===== config.mk =====
export PLATFORM = sky130hd
export DESIGN_NAME = addr_latch
export DESIGN_NICKNAME = d
export VERILOG_FILES = /design/src/rtl/addr_latch_pkg.sv /design/src/rtl/latch_mode_dec.sv /design/src/rtl/latch_addr_dec.sv /design/src/rtl/latch_bit_cell.sv /design/src/rtl/addr_latch.sv
export SDC_FILE = /design/constraint.sdc
export NUM_CORES = 1
export LEC_CHECK = 0
export BUFFER_PORTS_ARGS = -buffer_cell sky130_fd_sc_hd__buf_2
export CORE_AREA = 2 2 39 41
export DETAILED_ROUTE_END_ITERATION = 10
export DIE_AREA = 0 0 41 43
export GPL_ROUTABILITY_DRIVEN = 0
export PLACE_DENSITY = 0.69
export SLEW_MARGIN = 30
export SYNTH_ARGS = -nofsm -noshare
export SYNTH_HDL_FRONTEND = slang
export SYNTH_SLANG_ARGS = --single-unit

===== constraint.sdc =====
create_clock -name clk -period 1.1 [get_ports clk]
set_input_delay 0.165 -clock clk [delete_from_list [all_inputs] [get_ports clk]]
set_output_delay 0.165 -clock clk [all_outputs]
set_load 0.02 [all_outputs]

===== src/rtl/addr_latch_pkg.sv =====
package addr_latch_pkg;

   // Mode code is the concatenation {wen_n, clr_n}.
   typedef enum logic [1:0] {
      LM_DEMUX = 2'b00,
      LM_WRITE = 2'b01,
      LM_CLEAR = 2'b10,
      LM_HOLD  = 2'b11
   } latch_mode_e;

   localparam int unsigned MAX_ADDR_W = 6;

endpackage


===== src/rtl/latch_mode_dec.sv =====
module latch_mode_dec
   import addr_latch_pkg::*;
(
   input  logic        wen_n,
   input  logic        clr_n,
   output latch_mode_e mode
);

   always_comb begin
      unique case ({wen_n, clr_n})
         2'b00:   mode = LM_DEMUX;
         2'b01:   mode = LM_WRITE;
         2'b10:   mode = LM_CLEAR;
         default: mode = LM_HOLD;
      endcase
   end

endmodule


===== src/rtl/latch_addr_dec.sv =====
module latch_addr_dec #(
   parameter int unsigned ADDR_W   = 3,
   parameter bit          USE_SHIFT = 1'b0,
   localparam int unsigned N_CELLS = 1 << ADDR_W
) (
   input  logic [ADDR_W-1:0]  addr,
   output logic [N_CELLS-1:0] hit
);

   generate
      if (USE_SHIFT) begin : g_shift
         always_comb hit = N_CELLS'(1) << addr;
      end else begin : g_compare
         for (genvar i = 0; i < N_CELLS; i++) begin : g_line
            assign hit[i] = (addr == ADDR_W'(i));
         end
      end
   endgenerate

   // the decoder selects exactly one cell
   always_comb begin
      assert_one_hit_R6: assert ($countones(hit) == 1 || $isunknown(addr))
         else $error("decoder selected %0d cells", $countones(hit));
   end

endmodule


===== src/rtl/latch_bit_cell.sv =====
module latch_bit_cell
   import addr_latch_pkg::*;
(
   input  logic        clk,
   input  latch_mode_e mode,
   input  logic        hit,
   input  logic        din,
   output logic        q_o
);

   always_ff @(posedge clk) begin
      unique case (mode)
         LM_WRITE: if (hit) q_o <= din;
         LM_DEMUX: q_o <= hit & din;
         LM_CLEAR: q_o <= 1'b0;
         default:  q_o <= q_o;
      endcase
   end

   // Checks become active once a clear has given the cell a known value.
   logic armed = 1'b0;
   always_ff @(posedge clk) if (mode == LM_CLEAR) armed <= 1'b1;

   assert_clear_R1: assert property (@(posedge clk) disable iff (!armed)
      mode == LM_CLEAR |=> q_o == 1'b0);

   assert_write_hit_R2: assert property (@(posedge clk) disable iff (!armed)
      (mode == LM_WRITE && hit) |=> q_o == $past(din));

   assert_write_miss_R3: assert property (@(posedge clk) disable iff (!armed)
      (mode == LM_WRITE && !hit) |=> $stable(q_o));

   assert_hold_R4: assert property (@(posedge clk) disable iff (!armed)
      mode == LM_HOLD |=> $stable(q_o));

   assert_demux_R5: assert property (@(posedge clk) disable iff (!armed)
      mode == LM_DEMUX |=> q_o == ($past(hit) && $past(din)));

endmodule


===== src/rtl/addr_latch.sv =====
module addr_latch
   import addr_latch_pkg::*;
#(
   parameter int unsigned ADDR_W    = 3,
   parameter bit          USE_SHIFT = 1'b0,
   localparam int unsigned N_CELLS  = 1 << ADDR_W
) (
   input  logic               clk,
   input  logic               din,
   input  logic [ADDR_W-1:0]  addr,
   input  logic               wen_n,
   input  logic               clr_n,
   output logic [N_CELLS-1:0] q
);

   generate
      if (ADDR_W < 1 || ADDR_W > MAX_ADDR_W) begin : g_bad_width
         $error("ADDR_W must lie in 1..%0d", MAX_ADDR_W);
      end
   endgenerate

   latch_mode_e               mode;
   logic [N_CELLS-1:0]        hit;

   latch_mode_dec u_mode (
      .wen_n (wen_n),
      .clr_n (clr_n),
      .mode  (mode)
   );

   latch_addr_dec #(
      .ADDR_W    (ADDR_W),
      .USE_SHIFT (USE_SHIFT)
   ) u_dec (
      .addr (addr),
      .hit  (hit)
   );

   generate
      for (genvar i = 0; i < N_CELLS; i++) begin : g_cell
         latch_bit_cell u_cell (
            .clk  (clk),
            .mode (mode),
            .hit  (hit[i]),
            .din  (din),
            .q_o  (q[i])
         );
      end
   endgenerate

endmodule


### After elaboration in Yosys (flattened, before gate mapping)

Index checks and enable logic that the tools add are counted.
Widths: inputs -> output; s select.

| storage, ports and cells | value |
|---|---|
| register bits | 8 |
| bits of input ports | 7 |
| output and inout port bits | 8 |
| word-level logic and storage cells | 64 |

| operators by class | value |
|---|---|
| equality and inequality tests | 19 |
| multiplexer cells | 17 |
| bitwise logic cells | 8 |
| reductions and logical operators | 12 |

Operators by type and width:

| operator | number |
|---|---|
| $pmux 1 s3 | 8 |
| $ne 2x1->1 const B | 8 |
| $reduce_and 2->1 | 8 |
| $eq 3x3->1 const B | 4 |
| $and 1x1->1 | 8 |
| $mux 1 | 8 |
| $eq 3x2->1 const B | 2 |
| $pmux 2 s3 | 1 |
| $eq 2x1->1 const B | 2 |
| $eq 2x2->1 const B | 2 |
| $logic_not 2->1 | 2 |
| $eq 3x1->1 const B | 1 |
| $logic_not 3->1 | 1 |
| $reduce_bool 3->1 | 1 |

### Logic depth before layout (Yosys ltp)

| logic depth | value |
|---|---|
| depth after elaboration | 5 |
| mapped depth | 3 |

### Cells and area by module

A second synthesis with hierarchy kept.

| second synthesis, totals | value |
|---|---|
| cell total of the unflattened synthesis | 42 |
| area total of the unflattened synthesis | 533.0 µm² |

By module, submodules not included:

| module | times used | cells each | area each (µm²) |
|---|---|---|---|
| latch_bit_cell | 8 | 4 | 57.6 |
| latch_addr_dec | 1 | 8 | 65.1 |
| latch_mode_dec | 1 | 2 | 7.5 |

### Worst setup path after synthesis

OpenSTA, ideal clock, no wires.

| timing | value |
|---|---|
| path kind | input -> register |
| from | input port addr[1] |
| to | register g_cell[1].u_cell.q_o, enable pin |
| arrival time | 0.625 ns |
| slack | 0.183 ns |
| stages on the path | 2 |
| buffers on the path | 0 |
| path through | nor4b_1 > nand2b_1 |

| between the ends | value |
|---|---|
| cells in the longest elaborated chain, start to end | 3 |

Ends and longest elaborated chain:

| what | line | source |
|---|---|---|
| from (decl) | addr_latch.sv:10 | `input logic [ADDR_W-1:0] addr,` |
| $eq 3x1->1 | latch_addr_dec.sv:15 | `assign hit[i] = (addr == ADDR_W'(i));` |
| $ne 2x1->1 (no line) | n/a |  |
| $reduce_and 2->1 (no line) | n/a |  |
| to (signal assigned) | latch_bit_cell.sv:13 | `LM_WRITE: if (hit) q_o <= din;` |
| to (signal assigned) | latch_bit_cell.sv:14 | `LM_DEMUX: q_o <= hit & din;` |
| to (signal assigned) | latch_bit_cell.sv:16 | `default: q_o <= q_o;` |
| to (decl) | latch_bit_cell.sv:8 | `output logic q_o` |

Every way passes these cells.
A chain may end at the register's enable or synchronous reset.

### Worst setup path after layout

Ends and elaborated chain as after synthesis.

==> impl_metrics.tcl <==
set metrics [dict create \
    grt_pass1_wl_um 1280 \
    ios 15 \
    wl_um 781 \
    power_leakage_nw 0.239 \
    fin_setup_tns_ns 0 \
    synthFlopType "edfxtp_1" \
    async_flop_share_pct 0 \
    yosysTopAreaCellShare_pct 48.6 \
    max_stage_delay_ns 0.43 \
    syn_inst 42 \
    rsz0062_at_grt "false" \
    grt_use_total_pct 11.3 \
    startpoint "addr[1]" \
    start_util_pct 35.7 \
    hold_buffers 0 \
    largest_reg_flops 8 \
    ys_seq_area_share_pct 48.6 \
    start_kind "primary input" \
    chipWidth_um 41 \
    path_clk_slew_ns 0.05 \
    endpoint "g_cell[1].u_cell.q_o" \
    synth.most_common_cell "buf_4" \
    synth.largest_area_cell "edfxtp_1" \
    hp-class "primary input to register" \
    core_area_mm2 0.00138 \
    vias_per_cell 4.86 \
    drc_errors 0 \
    netlist_top_cells_count "buf_4, edfxtp_1, nand2b_1, o21a_1, nor4b_1" \
    cts_sinks 8 \
    fmax_mhz 1060 \
    ys_types 12 \
    rows 14 \
    globalRouteOverflowTotal 0 \
    cp_cell_sequence "buf_2 -> nor4b_1 -> nand2b_1" \
    htree_num_levels 1 \
    synth_edf_count 8 \
    synthTopCellsByArea "edfxtp_1, buf_4, o21a_1" \
    root_buffer "clkbuf_4" \
    ir_drop_uv 480 \
    drive_above_1_share_pct 43.6 \
    dr.pass1.iters 3 \
    holdWs_ns 0.304 \
    max_cap_viol_count 0 \
    top_regs "g_cell.u_cell.q_o (8)" \
    cts_setup_buffers 0 \
    via_count 345 \
    diodes 0 \
    grt_start_max_net_pins 16 \
    hold_viol 0 \
    end_kind "register" \
    syn_avg_cell_area_um2 11.8 \
    p_per_area_mw_per_mm2 1280 \
    synth_area_um2 494 \
    period_share_pct 85.7 \
    synth-seq-cells 8 \
    setup_viol 0 \
    worstPathMaxFanout 8 \
    yosys_warnings 0 \
    regMostFlops "g_cell.u_cell.q_o" \
    crit_required_ns 1.07 \
    port-buffer-count 14 \
    die_area_mm2 0.00176 \
    cts_inserted_buffers 3 \
    slew_headroom_pct 71.7 \
    cts.path.max_buffers 2 \
    antenna_found_initial 0 \
    worst_slew_pin_slew_ns 0.419 \
    finalNetCount 64 \
    die-height_um 43 \
    cpMaxStageDelayCell "nor4b_1" \
    slew_viol_final 0 \
    worstSetupPathType "primary input to register" \
    arrival_ns 0.91 \
    cts_resized 0 \
    finalCriticalPeriod_ns 0.943 \
    tritoncts "done" \
    outcome "completed" \
    grt_pass1_vias 330 \
    drt_iter0_markers 3 \
    areaGrowthSynthToFinish_pct 16.7 \
    wl_per_cell_um 11.0 \
    synth_nets 49 \
    antenna_left 0 \
]
-- cell usage in the layout (no fill, tap or decap) --
| master | count |
|---|---|
| a21boi_0 | 2 |
| and4bb_2 | 2 |
| buf_2 | 14 |
| buf_4 | 5 |
| clkbuf_4 | 3 |
| edfxtp_1 | 8 |
| inv_1 | 1 |
| nand2_1 | 2 |
| nand2b_1 | 6 |
| nand4b_1 | 1 |
| nand4bb_1 | 1 |
| nor4_1 | 1 |
| nor4b_1 | 3 |
| o21a_1 | 6 |
-- metal layers --
metal | vias up | track usage, % | routed length (µm)
li1 | 175 | - | -
met1 | 156 | 13.9 | 348
met2 | 12 | 15.3 | 381
met3 | 2 | 1.57 | 34
met4 | 0 | 12.0 | 17
met5 | - | 0 | 0
-- through the flow --
step           std cells  cell area, µm²  power, mW  worst slack (ns)  util, %
2_1_floorplan         42             494      0.495             0.183        -
3_3_place_gp          68             554      0.518           -0.0987     40.1
3_5_place_dp          68             554      0.522           -0.0673     40.1
4_1_cts               71             577      0.748             0.139     41.7
5_1_grt               71             577      0.774            0.0724     41.7
6_report              71             577      0.736             0.157     41.7
-- area by class of cell --
type / count / area (µm²)
inverter: 1 / 3.75
multi-input combinational: 24 / 183
fill: 150 / 807
timing repair buffer: 19 / 108
tap: 16 / 20.0
clock buffer: 3 / 22.5
sequential: 8 / 240
-- how the worst min path moves through the flow --
| stage | start | to | cells after the start |
|---|---|---|---|
| 4_1_cts | clr_n | g_cell[7].u_cell.q_o | 2 |
| 2_1_floorplan | clr_n | g_cell[3].u_cell.q_o | 1 |
| 3_3_place_gp | clr_n | g_cell[5].u_cell.q_o | 2 |
| 3_5_place_dp | clr_n | g_cell[7].u_cell.q_o | 2 |
| 5_1_grt | din | g_cell[1].u_cell.q_o | 2 |
| 6_report | clr_n | g_cell[7].u_cell.q_o | 2 |
-- critical path, delay by kind of cell --
family | cells | cell delay, ns
buf+inv | 1 | 0.14
simple gates | 2 | 0.61
-- kinds of logic after synthesis --
family                 after synthesis  synth area share, %
AO/OA/AOI/OAI                        8                 12.2
buffers and inverters               10                 14.4
flip-flops                           8                 48.6
AND/OR/NAND/NOR                     16                 24.8
-- power by group --
group	total, mW	internal [mW]	switching [mW]
Sequential	0.373	0.368	0.00546
Combinational	0.141	0.0572	0.0841
Clock	0.221	0.125	0.0964
Note: power is estimated with default switching activity, not from simulation.
